**config.mk**
```make
export PLATFORM = sky130hd
export DESIGN_NAME = blkclk_gen
export DESIGN_NICKNAME = d
export VERILOG_FILES = /design/src/rtl/blkclk_pkg.sv /design/src/rtl/blkclk_rst_sync.sv /design/src/rtl/blkclk_cfg_hold.sv /design/src/rtl/blkclk_src_sel.sv /design/src/rtl/blkclk_edge_qual.sv /design/src/rtl/blkclk_gen.sv
export SDC_FILE = /design/constraint.sdc
export NUM_CORES = 1
export LEC_CHECK = 0
export BUFFER_PORTS_ARGS = -buffer_cell sky130_fd_sc_hd__buf_4
export CORE_MARGIN = 2
export CORE_UTILIZATION = 48
export CTS_CLUSTER_DIAMETER = 50
export DETAILED_ROUTE_END_ITERATION = 8
export GPL_TIMING_DRIVEN = 0
export PLACE_DENSITY = 0.74
export SKIP_CTS_REPAIR_TIMING = 1
export SLEW_MARGIN = 20
export SYNTH_ARGS = -nofsm -noshare
export SYNTH_HDL_FRONTEND = slang
export SYNTH_SLANG_ARGS = --single-unit
```
**constraint.sdc**
```tcl
create_clock -name clk -period 1.9 [get_ports clk]
set_clock_uncertainty 0.2 [all_clocks]
set_input_delay 0.285 -clock clk [delete_from_list [all_inputs] [get_ports clk]]
set_output_delay 0.285 -clock clk [all_outputs]
set_load 0.1 [all_outputs]
```
**src/rtl/blkclk_pkg.sv**
```systemverilog
package blkclk_pkg;

  localparam int GCLK_N  = 4;
  localparam int PT_N    = 4;
  localparam int LINES   = 3;
  localparam int GSEL_W  = $clog2(GCLK_N);
  localparam int PSEL_W  = $clog2(PT_N);

  // Line 0 edge qualifier selection
  typedef enum logic [1:0] {
    EDGE_RISE = 2'd0,
    EDGE_FALL = 2'd1,
    EDGE_BOTH = 2'd2,
    EDGE_RSVD = 2'd3
  } edge_mode_e;

  // Packed so that l1_src occupies the lowest bits of the word
  typedef struct packed {
    logic [PSEL_W-1:0] l3_pt_sel;
    logic              l3_pt;
    logic [PSEL_W-1:0] l2_en_sel;
    logic              l2_en_use;
    logic [GSEL_W-1:0] l2_src;
    logic [PSEL_W-1:0] l1_en_sel;
    edge_mode_e        l1_mode;
    logic [GSEL_W-1:0] l1_src;
  } cfg_t;

  localparam int CFG_W = $bits(cfg_t);

endpackage

```
**src/rtl/blkclk_rst_sync.sv**
```systemverilog
module blkclk_rst_sync #(
  parameter int STAGES = 2
) (
  input  logic clk,
  input  logic rst_n,
  output logic run
);

  logic [STAGES-1:0] sh_q;
  logic [STAGES-1:0] sh_d;

  always_comb begin
    sh_d = {sh_q[STAGES-2:0], 1'b1};
  end

  always_ff @(posedge clk or negedge rst_n) begin
    if (!rst_n) sh_q <= '0;
    else        sh_q <= sh_d;
  end

  assign run = sh_q[STAGES-1];

endmodule

```
**src/rtl/blkclk_cfg_hold.sv**
```systemverilog
module blkclk_cfg_hold
  import blkclk_pkg::*;
(
  input  logic             clk,
  input  logic             rst_n,
  input  logic             run,
  input  logic [CFG_W-1:0] cfg_in,
  output cfg_t             cfg_q,
  output logic             l3_use_pt,
  output logic             cfg_err
);

  logic illegal_mix;
  logic rsvd_mode;
  logic err_d;
  logic err_q;
  logic cfg_load;

  // capture only while the synchronised reset holds the block idle
  assign cfg_load = ~run;

  always_ff @(posedge clk) begin
    if (cfg_load) cfg_q <= cfg_t'(cfg_in);
  end

  always_comb begin
    illegal_mix = cfg_q.l2_en_use & cfg_q.l3_pt;
    rsvd_mode   = (cfg_q.l1_mode == EDGE_RSVD);
    l3_use_pt   = cfg_q.l3_pt & ~cfg_q.l2_en_use;
    err_d       = run ? (illegal_mix | rsvd_mode) : 1'b0;
  end

  always_ff @(posedge clk or negedge rst_n) begin
    if (!rst_n) err_q <= 1'b0;
    else        err_q <= err_d;
  end

  assign cfg_err = err_q;

endmodule

```
**src/rtl/blkclk_src_sel.sv**
```systemverilog
module blkclk_src_sel
  import blkclk_pkg::*;
(
  input  cfg_t              cfg_q,
  input  logic              l3_use_pt,
  input  logic [GCLK_N-1:0] gclk,
  input  logic [PT_N-1:0]   pterm,
  output logic [LINES-1:0]  lvl,
  output logic [LINES-1:0]  en,
  output logic [LINES-1:0]  rise_en,
  output logic [LINES-1:0]  fall_en
);

  logic l2_lvl;
  logic l2_en;

  always_comb begin
    // line 0: global clock, always enabled through a product term
    lvl[0]     = gclk[cfg_q.l1_src];
    en[0]      = pterm[cfg_q.l1_en_sel];
    rise_en[0] = (cfg_q.l1_mode != EDGE_FALL);
    fall_en[0] = (cfg_q.l1_mode == EDGE_FALL) | (cfg_q.l1_mode == EDGE_BOTH);

    // line 1: global clock, optional enable
    l2_lvl     = gclk[cfg_q.l2_src];
    l2_en      = cfg_q.l2_en_use ? pterm[cfg_q.l2_en_sel] : 1'b1;
    lvl[1]     = l2_lvl;
    en[1]      = l2_en;
    rise_en[1] = 1'b1;
    fall_en[1] = 1'b0;

    // line 2: inverse of line 1, or product-term clock when permitted
    if (l3_use_pt) begin
      lvl[2] = pterm[cfg_q.l3_pt_sel];
      en[2]  = 1'b1;
    end else begin
      lvl[2] = ~l2_lvl;
      en[2]  = l2_en;
    end
    rise_en[2] = 1'b1;
    fall_en[2] = 1'b0;
  end

endmodule

```
**src/rtl/blkclk_edge_qual.sv**
```systemverilog
module blkclk_edge_qual (
  input  logic clk,
  input  logic rst_n,
  input  logic run,
  input  logic lvl_in,
  input  logic en_in,
  input  logic rise_en,
  input  logic fall_en,
  output logic lvl_o,
  output logic evt_o
);

  logic       lvl_q,  lvl_d;
  logic       prev_q, prev_d;
  logic       en_q,   en_d;
  logic [1:0] arm_q,  arm_d;
  logic       evt_q,  evt_d;
  logic       rose;
  logic       fell;

  always_comb begin
    rose = lvl_q & ~prev_q;
    fell = ~lvl_q & prev_q;
    if (run) begin
      lvl_d  = lvl_in;
      prev_d = lvl_q;
      en_d   = en_in;
      arm_d  = {arm_q[0], 1'b1};
      evt_d  = arm_q[1] & en_q & ((rise_en & rose) | (fall_en & fell));
    end else begin
      lvl_d  = 1'b0;
      prev_d = 1'b0;
      en_d   = 1'b0;
      arm_d  = 2'b00;
      evt_d  = 1'b0;
    end
  end

  always_ff @(posedge clk or negedge rst_n) begin
    if (!rst_n) begin
      lvl_q  <= 1'b0;
      prev_q <= 1'b0;
      en_q   <= 1'b0;
      arm_q  <= 2'b00;
      evt_q  <= 1'b0;
    end else begin
      lvl_q  <= lvl_d;
      prev_q <= prev_d;
      en_q   <= en_d;
      arm_q  <= arm_d;
      evt_q  <= evt_d;
    end
  end

  assign lvl_o = lvl_q;
  assign evt_o = evt_q;

endmodule

```
**src/rtl/blkclk_gen.sv**
```systemverilog
module blkclk_gen
  import blkclk_pkg::*;
#(
  parameter int SYNC_STAGES = 2
) (
  input  logic             clk,
  input  logic             rst_n,
  input  logic [3:0]       gclk,
  input  logic [3:0]       pterm,
  input  logic [13:0]      cfg_word,
  output logic [2:0]       line_clk,
  output logic [2:0]       line_evt,
  output logic             cfg_err
);

  logic             run;
  cfg_t             cfg_q;
  logic             l3_use_pt;
  logic [LINES-1:0] sel_lvl;
  logic [LINES-1:0] sel_en;
  logic [LINES-1:0] sel_rise;
  logic [LINES-1:0] sel_fall;

  blkclk_rst_sync #(.STAGES(SYNC_STAGES)) u_rst (
    .clk   (clk),
    .rst_n (rst_n),
    .run   (run)
  );

  blkclk_cfg_hold u_cfg (
    .clk       (clk),
    .rst_n     (rst_n),
    .run       (run),
    .cfg_in    (cfg_word),
    .cfg_q     (cfg_q),
    .l3_use_pt (l3_use_pt),
    .cfg_err   (cfg_err)
  );

  blkclk_src_sel u_sel (
    .cfg_q     (cfg_q),
    .l3_use_pt (l3_use_pt),
    .gclk      (gclk),
    .pterm     (pterm),
    .lvl       (sel_lvl),
    .en        (sel_en),
    .rise_en   (sel_rise),
    .fall_en   (sel_fall)
  );

  for (genvar li = 0; li < LINES; li++) begin : g_line
    blkclk_edge_qual u_q (
      .clk     (clk),
      .rst_n   (rst_n),
      .run     (run),
      .lvl_in  (sel_lvl[li]),
      .en_in   (sel_en[li]),
      .rise_en (sel_rise[li]),
      .fall_en (sel_fall[li]),
      .lvl_o   (line_clk[li]),
      .evt_o   (line_evt[li])
    );
  end

endmodule

```
==> qor.yml, run 1 <==
status:
  status: "finished clean"
detailed_routing:
  wl_um: 1810
  drc: 0
  drtIter0Drc: 12
  wire_per_inst_um: 11.9
  first_pass_iters: 4
  routed-via-count: 721
  viasPerCell: 4.74
  ant_nets: 0
clock_tree:
  clkLatencyLatePin_ns: 0.32
  cts-htree-levels: 2
  cts_max_path_buffers: 2
  cts_root_buf: "clkbuf_4"
  cts.sinks: 31
  cts.clk_slew.worst_paths_ns: 0.10
  cts_tree: "yes"
  cts_made_buffers: 5
timing:
  fin_ws_ns: 0.256
  hold_viol_final: 0
  slew_headroom_pct: 57.1
  finalCriticalPeriod_ns: 1.64
  setup_viol_count_final: 0
  final_max_slew_viol_count: 0
  tns_ns: 0
  worstMarginPinSlew_ns: 0.643
  timing.final.crit_share_pct: 86.5
  rsz0062_at_grt: "no"
  max_clock_freq_mhz: 608
yosys:
  synthTopCellsByCount: "dfrtp_1 (17), edfxtp_1 (14), and2_1 (6), buf_4 (6)"
  yosys_register_bits: 31
  synth_warnings: 0
  synth_top_area_cell: "dfrtp_1"
  synth.distinct_cells: 16
  synth_area_leaders: "dfrtp_1 (36%), edfxtp_1 (36%), mux4_2 (9.6%)"
  syn_inst: 71
  synth-main-ff-cell: "dfrtp_1"
  async_reset_ff_share_pct: 54.8
  yosysMostFrequentCell: "dfrtp_1"
  synth_area_um2: 1170
  ys_seq_area_share_pct: 72.0
  synth-edff-count: 14
  synth.net_count: 97
  netlist.area_leader.share_pct: 36.2
  avgSynthCellArea_um2: 16.5
floorplan:
  initial_core_util_pct: 52.1
  coreArea_um2: 2250
  die_w_um: 53.5
  die_h_um: 53.5
  pin_count: 31
  dieArea_um2: 2860
  fp-row-count: 17
setup_path:
  crit_path_max_fanout: 18
  worstSetupPathType: "register to register"
  arrival_ns: 1.67
  critPathTopFamily: "buffers and inverters"
  crit_chain: "inv_1 -> nor3_2 -> a31o_1"
  critPathRequiredTime_ns: 1.92
  end_kind: "register"
  slowest_delay_ns: 0.53
  cp_slowest_cell: "inv_1"
  startpoint_type: "register"
  path_buf_inv: 1
pwr:
  peakVddDrop_mv: 0.526
  switching_share_pct: 25.6
  combPwrFrac_pct: 14.7
  p_switching_mw: 0.335
  p_leak_nw: 0.746
  clockPowerShare_pct: 27.3
  p_int_mw: 0.972
  power_density_nw_per_um2: 798
  p_seq_share_pct: 58.0
placed_design:
  post-place-ws_ns: 0.240
  dp.cells: 129
  dpl.hpwl_um: 1200
  gp_congestion: 0.663
  port_buffers: 30
  placed_area_um2: 1440
global_route:
  antenna_found_initial: 0
  first_global_vias: 674
  grt_pass1_wl_um: 2830
  grt_max_degree: 19
  overflow: 0
  grt_use_total_pct: 15.4
final_layout:
  drive_gt1_share_pct: 41.1
  fin_cells: 152
  area_growth_pct: 39.4
  nNetsFinal: 149
  num_antenna_cells: 0
  fin_area_um2: 1640
min_path:
  min_path_type: "input pin to async pin"
flow_run:
  cap_violations: 0
-- registers in the layout, summed over array words and instances (netlist names) --
name / count
u_cfg.cfg_q: 14
g_line.u_q.en_q: 3
g_line.u_q.lvl_o: 3
u_rst.sh_q: 2
g_line.u_q.arm_q: 2
u_cfg.cfg_err: 1
g_line.u_q.evt_o: 3
g_line.u_q.prev_q: 3
-- cell type report --
cell class	count	area (µm²)
fillers	167	617
well taps	28	35.0
multi-input cells	31	273
clock inverters	3	15.0
inverters	3	11.3
repair buffers	45	375
flip-flops and latches	31	846
plain buffers	6	45.0
clock buffers	5	37.5
-- cell usage in the layout (no fill, tap or decap) --
master / n
a31o_1: 1
dfrtp_1: 17
nor3b_1: 1
nor3_2: 1
ha_1: 2
mux4_2: 5
nor2b_1: 1
and2_1: 6
nand3_1: 3
conb_1: 1
clkinv_2: 3
edfxtp_1: 14
clkbuf_4: 5
buf_4: 36
nor2_1: 5
a21oi_1: 4
and2_2: 1
inv_1: 3
dlygate4sd3_1: 15
-- metrics by stage --
| stage | hold slack (ns) | utilization [%] | total power [mW] |
|---|---|---|---|
| 6_report | 0.144 | 72.6 | 1.31 |
| 5_1_grt | 0.164 | 72.6 | 1.36 |
| 3_5_place_dp | -0.0401 | 63.7 | 0.942 |
| 3_3_place_gp | -0.0470 | 63.7 | 0.937 |
| 2_1_floorplan | -0.211 | - | 0.874 |
| 4_1_cts | -0.402 | 66.0 | 1.29 |
-- worst reg2reg max path: cells and delay by family (launching register included) --
family,cells,cell delay [ns]
buffers and inverters,1,0.53
flip-flops,1,0.50
AO/OA/AOI/OAI,1,0.21
AND/OR/NAND/NOR,1,0.11
-- per-layer routing --
layer  vias to the layer above  GRT usage [%]  wire length, µm
li1                        348              -                -
met3                         4           7.63              154
met5                         -              0                0
met1                       337           16.1              735
met4                         0           7.69               21
met2                        32           25.3              901
-- kinds of logic after synthesis --
group                    Yosys count  synth area share, %
multiplexers                       5                 9.58
other                              1                0.319
buffers and inverters              9                 4.79
adder cells (fa/ha/maj)            2                 2.13
AND/OR/NAND/NOR                   18                 8.73
AO/OA/AOI/OAI                      5                 2.45
flip-flops                        31                 72.0
-- worst paths after layout --
| path | from | end | slack (ns) | cells past startpoint |
|---|---|---|---|---|
| worst min register to register | u_rst.sh_q[0]$_DFF_PN0_ | u_rst.sh_q[1]$_DFF_PN0_ | 0.16 | 0 |
| worst max-delay path | u_rst.sh_q[1]$_DFF_PN0_ | g_line[2].u_q.lvl_o$_DFF_PN0_ | 0.26 | 3 |
| min in group clk | u_rst.sh_q[0]$_DFF_PN0_ | u_rst.sh_q[1]$_DFF_PN0_ | 0.16 | 0 |
| max in group asynchronous | rst_n | g_line[1].u_q.lvl_o$_DFF_PN0_ | 1.17 | 2 |
| worst min-delay path | rst_n | g_line[1].u_q.prev_q$_DFF_PN0_ | 0.14 | 2 |
| worst max register to register | u_rst.sh_q[1]$_DFF_PN0_ | g_line[2].u_q.lvl_o$_DFF_PN0_ | 0.26 | 3 |
-- power by group through the flow --
stage	registers (mW)	clock network, mW	logic (mW)
floorplan	0.777	0	0.0966
global placement	0.772	0	0.165
detailed placement	0.774	0	0.169
CTS	0.759	0.362	0.169
global route	0.763	0.396	0.206
finish	0.758	0.357	0.191
No activity file was read; power rests on OpenSTA's default activity.
==> run 2: changes to the inputs <==
- PLACE_DENSITY: 0.74 -> 0.8
==> run 2 against run 1 <==
Effect of this change:
- sequential power is essentially flat
- critical path depth unchanged
- fmax grew 0.98%
- cell count did not move
- core utilization is the same
- first-iteration DRC count down 50%
- register-to-register slack better by 0.02 ns
- global-route usage is 0.16 points lower
- non-clock buffer count did not move
- combinational power grew 2%
- sequential cell count stayed put
- critical path type unchanged
- critical endpoint unchanged
- largest cell class unchanged
==> qor.yml, run 2 (synthesis gave the netlist of run 1 again) <==
global_route:
  grt_pass1_wl_um: 2840  # +0.21%
  grt_use_total_pct: 15.2  # -0.16 points
  overflow: 0  # unchanged
  antenna_found_initial: 0  # unchanged
  first_global_vias: 677  # +0.45%
  grt_max_degree: 19  # unchanged
setup_path:
  startpoint: "u_rst.sh_q[1]$_DFF_PN0_"
  worstSetupPathType: "register to register"
  crit_path_max_fanout: 18  # unchanged
  end_kind: "register"
  r2r-start: "u_rst.sh_q[1]$_DFF_PN0_"
  cp_slowest_cell: "inv_1"
  reg2reg_to: "g_line[2].u_q.lvl_o$_DFF_PN0_"
  startpoint_type: "register"
  arrival_ns: 1.65  # -0.02 ns
  crit_chain: "inv_1 -> nor3_2 -> a31o_1"
  r2r_cells: 3  # unchanged
  slowest_delay_ns: 0.53  # about the same
  critPathRequiredTime_ns: 1.93  # about the same
  reg2reg_slack_ns: 0.27  # +0.02 ns
pwr:
  peakVddDrop_mv: 0.618  # +18%
  p_leak_nw: 0.746  # unchanged
  power_density_nw_per_um2: 798  # about the same
  p_total_mw: 1.31  # about the same
flow_run:
  cap_violations: 0  # unchanged
clock_tree:
  cts-htree-levels: 2  # unchanged
  cts_root_buf: "clkbuf_4"
  cts.sinks: 31  # unchanged
  cts.clk_slew.worst_paths_ns: 0.09  # about the same
  cts_max_path_buffers: 2  # unchanged
  clkLatencyLatePin_ns: 0.32  # about the same
  cts_tree: "yes"
  cts_made_buffers: 5  # unchanged
timing:
  slew_headroom_pct: 56.9  # -0.17 points
  final_max_slew_viol_count: 0  # unchanged
  finalCriticalPeriod_ns: 1.63  # -0.0160 ns
  whs_ns: 0.148  # +0.00360 ns
  timing.final.crit_share_pct: 85.7  # -0.84 points
  hold_viol_final: 0  # unchanged
  rsz0062_at_grt: "no"
  tns_ns: 0  # unchanged
  setup_viol_count_final: 0  # unchanged
  max_clock_freq_mhz: 614  # +0.98%
  worstMarginPinSlew_ns: 0.646  # +0.00257 ns
floorplan:
  die_h_um: 53.5  # unchanged
  dieArea_um2: 2860  # unchanged
  pin_count: 31  # unchanged
  fp-row-count: 17  # unchanged
  coreArea_um2: 2250  # unchanged
  die_w_um: 53.5  # unchanged
  initial_core_util_pct: 52.1  # unchanged
status:
  status: "finished clean"
final_layout:
  largest_reg_flops: 14  # unchanged
  drive_gt1_share_pct: 41.1  # unchanged
  area_growth_pct: 39.4  # unchanged
  nNetsFinal: 149  # unchanged
  top_register: "u_cfg.cfg_q"
  mostFrequentLayoutCell: "buf_4"
  fill_cells: 149  # -11%
  final_cell_mix: "buf_4 (36), dfrtp_1 (17), dlygate4sd3_1 (15)"
  num_antenna_cells: 0  # unchanged
detailed_routing:
  first_pass_iters: 4  # unchanged
  routed-via-count: 731  # +1.4%
  drtIter0Drc: 6  # -6
  ant_nets: 0  # unchanged
  wire_per_inst_um: 14.0  # +17%
  viasPerCell: 4.81  # +1.4%
  wl_um: 2120  # +17%
  drc: 0  # unchanged
placed_design:
  port_buffers: 30  # unchanged
  gp_congestion: 0.689  # +3.8%
min_path:
  min_path_type: "input pin to async pin"
-- run 2: area by class of cell --
cell class / instances / area, µm² / share of cell area [%]
buffer: 6 / 45.0 / 2.75
sequential: 31 / 846 / 51.6
timing repair buffer: 45 / 375 / 22.9
multi-input combinational: 31 / 273 / 16.7
clock buffer: 5 / 37.5 / 2.29
tap: 28 / 35.0 / 2.14
clock inverter: 3 / 15.0 / 0.917
inverter: 3 / 11.3 / 0.688
-- run 2: how the worst max path moves through the flow --
| stage | endpoint | slack [ns] | cells past startpoint |
|---|---|---|---|
| 2_1_floorplan | g_line[2].u_q.lvl_o$_DFF_PN0_ | 0.49 | 3 |
| 3_3_place_gp | g_line[2].u_q.lvl_o$_DFF_PN0_ | 0.31 | 3 |
| 3_5_place_dp | g_line[2].u_q.lvl_o$_DFF_PN0_ | 0.27 | 3 |
| 4_1_cts | g_line[2].u_q.lvl_o$_DFF_PN0_ | 0.25 | 3 |
| 5_1_grt | g_line[2].u_q.lvl_o$_DFF_PN0_ | 0.14 | 3 |
| 6_report | g_line[2].u_q.lvl_o$_DFF_PN0_ | 0.27 | 3 |
-- run 2: per-layer routing --
layer	routed length (µm)	vias up	GRT usage, %
met5	0	-	0
met2	1210	31	23.3
met3	146	4	7.63
li1	-	349	-
met1	732	347	16.9
met4	38	0	8.97
-- run 2: worst max-delay path, delay by kind of cell, from the launching register on --
family / cells / cell delay [ns]
and+or+nand+nor: 1 / 0.11
buffers and inverters: 1 / 0.53
DFF: 1 / 0.49
AOI/OAI and AO/OA: 1 / 0.20
-- run 2: through the flow --
step           instances  setup slack [ns]  cell area [µm²]  util (%)
2_1_floorplan         71             0.492             1170         -
3_3_place_gp         129             0.308             1440      63.7
3_5_place_dp         129             0.266             1440      63.7
4_1_cts              137             0.247             1490      66.0
5_1_grt              152             0.140             1640      72.6
6_report             152             0.272             1640      72.6
-- run 2: power by group --
part / switching [mW] / total, mW / leakage, nW / internal (mW)
Combinational: 0.0999 / 0.195 / 0.355 / 0.0950
Sequential: 0.0192 / 0.760 / 0.356 / 0.740
Clock: 0.216 / 0.353 / 0.0347 / 0.137
Total: 0.335 / 1.31 / 0.746 / 0.973
==> run 3: changes to the inputs <==
- CORE_UTILIZATION: 48 -> 50
- PLACE_DENSITY: 0.8 -> 0.82
==> run 3 against run 2 <==
Effect of this change:
- sequential cell count stayed put
- critical path depth is the same
- clock power rose by 38%
- die area down 3.7%
- register-to-register slack better by 0.02 ns
- power up 10%
- combinational power about the same
- setup slack improved by 0.016 ns
- largest cell class unchanged
==> qor.yml, run 3 (synthesis gave the netlist of run 1 again) <==
status:
  status: "finished clean"
placed_design:
  dpl.hpwl_um: 1190
  port_buffers: 30  # unchanged
  post-place-ws_ns: 0.280  # +0.0145 ns
  placed_area_um2: 1440  # unchanged
  gp_congestion: 0.670  # -2.8%
global_route:
  first_global_vias: 651  # -3.8%
  grt_pass1_wl_um: 2620  # -7.5%
  overflow: 0  # unchanged
  grt_use_total_pct: 14.2  # -1.0 points
  antenna_found_initial: 0  # unchanged
  grt_max_degree: 19  # unchanged
setup_path:
  r2r-start: "u_rst.sh_q[1]$_DFF_PN0_"
  arrival_ns: 1.64  # about the same
  end_kind: "register"
  worstSetupPathType: "register to register"
  crit_path_max_fanout: 18  # unchanged
  startpoint_type: "register"
  reg2reg_slack_ns: 0.29  # +0.02 ns
  reg2reg_to: "g_line[2].u_q.lvl_o$_DFF_PN0_"
  critPathRequiredTime_ns: 1.93  # about the same
  r2r_cells: 3  # unchanged
timing:
  hold_viol_final: 0  # unchanged
  whs_ns: 0.132  # -0.0162 ns
  setup_viol_count_final: 0  # unchanged
  finalCriticalPeriod_ns: 1.61  # -0.0162 ns
  fin_ws_ns: 0.288  # +0.0162 ns
  timing.final.crit_share_pct: 84.8  # -0.85 points
  rsz0062_at_grt: "no"
  slew_headroom_pct: 57.8  # +0.90 points
  max_clock_freq_mhz: 620  # +1.0%
  final_max_slew_viol_count: 0  # unchanged
  tns_ns: 0  # unchanged
  worstMarginPinSlew_ns: 0.632  # -0.0135 ns
final_layout:
  utilization_pct: 75.3  # +2.7 points
  fill_cells: 123  # -17%
  mostFrequentLayoutCell: "buf_4"
  final_cell_mix: "buf_4 (36), dfrtp_1 (17), dlygate4sd3_1 (15)"
  top_register: "u_cfg.cfg_q"
  num_antenna_cells: 0  # unchanged
  fin_area_um2: 1670  # +1.8%
  area_growth_pct: 41.9
  largest_reg_flops: 14  # unchanged
  drive_gt1_share_pct: 41.1  # unchanged
  nNetsFinal: 149  # unchanged
floorplan:
  die_w_um: 52.5  # -1.9%
  die_h_um: 52.5  # -1.9%
  initial_core_util_pct: 53.1  # +1.0 points
  dieArea_um2: 2750  # -3.7%
  pin_count: 31  # unchanged
  fp-row-count: 17  # unchanged
  coreArea_um2: 2210  # -1.9%
detailed_routing:
  wl_um: 2200  # +3.3%
  ant_nets: 0  # unchanged
  viasPerCell: 4.74  # -1.5%
  first_pass_iters: 4  # unchanged
  drtIter0Drc: 6  # unchanged
  wire_per_inst_um: 14.4  # +3.3%
  drc: 0  # unchanged
  routed-via-count: 720  # -1.5%
clock_tree:
  cts.clk_slew.worst_paths_ns: 0.10  # about the same
  cts_tree: "yes"
  cts_max_path_buffers: 2  # unchanged
  cts-htree-levels: 2  # unchanged
  clkLatencyLatePin_ns: 0.34  # +0.02 ns
  cts_root_buf: "clkbuf_4"
  cts.sinks: 31  # unchanged
  cts_made_buffers: 5  # unchanged
pwr:
  power_density_nw_per_um2: 865  # +8.4%
  peakVddDrop_mv: 0.822  # +33%
  p_leak_nw: 0.757  # +1.6%
min_path:
  min_path_type: "input pin to async pin"
flow_run:
  cap_violations: 0  # unchanged
==> run 3: cell types whose count changed in the layout (fill, tap and decap cells not counted) <==
cell	delta
clkbuf_8	+1
clkinv_2	-2
clkbuf_16	+1
==> run 3: final cells by class <==
cell class / count / area, µm² / share of cell area [%]
plain buffers: 6 / 45.0 / 2.70
clock buffers: 7 / 76.3 / 4.58
clock inverters: 1 / 5.00 / 0.300
inverters: 3 / 11.3 / 0.676
multi-input cells: 31 / 273 / 16.4
flip-flops and latches: 31 / 846 / 50.8
well taps: 28 / 35.0 / 2.10
repair buffers: 45 / 375 / 22.5
==> run 3: worst max-delay path by stage <==
stage / start / cells after the start / slack, ns / endpoint
3_5_place_dp: u_rst.sh_q[1]$_DFF_PN0_ / 3 / 0.28 / g_line[2].u_q.lvl_o$_DFF_PN0_
2_1_floorplan: u_rst.sh_q[1]$_DFF_PN0_ / 3 / 0.49 / g_line[2].u_q.lvl_o$_DFF_PN0_
3_3_place_gp: u_rst.sh_q[1]$_DFF_PN0_ / 3 / 0.30 / g_line[2].u_q.lvl_o$_DFF_PN0_
5_1_grt: u_rst.sh_q[1]$_DFF_PN0_ / 3 / 0.19 / g_line[2].u_q.lvl_o$_DFF_PN0_
4_1_cts: u_rst.sh_q[1]$_DFF_PN0_ / 3 / 0.28 / g_line[2].u_q.lvl_o$_DFF_PN0_
6_report: u_rst.sh_q[1]$_DFF_PN0_ / 3 / 0.29 / g_line[2].u_q.lvl_o$_DFF_PN0_
==> run 3: critical path, stage by stage (launching register included) <==
cell and delay [ns]:
dfrtp_1 0.49, inv_1 0.52, nor3_2 0.10, a31o_1 0.21
==> run 3: where the power goes <==
group / switching, mW / leakage, nW / internal (mW)
clock network: 0.228 / 0.0464 / 0.258
logic: 0.102 / 0.355 / 0.0953
registers: 0.0185 / 0.356 / 0.740
total: 0.349 / 0.757 / 1.09
==> run 3: routing by layer <==
metal | share of wire [%] | track usage, %
met5 | 0 | 0
met4 | 1.9 | 8.97
met3 | 7.1 | 6.00
met2 | 51 | 21.5
met1 | 40 | 16.5
==> run 3: stage by stage <==
stage               total power [mW]  instances
floorplan                      0.874         71
global placement               0.936        129
detailed placement             0.942        129
CTS                             1.42        137
global route                    1.50        152
finish                          1.44        152
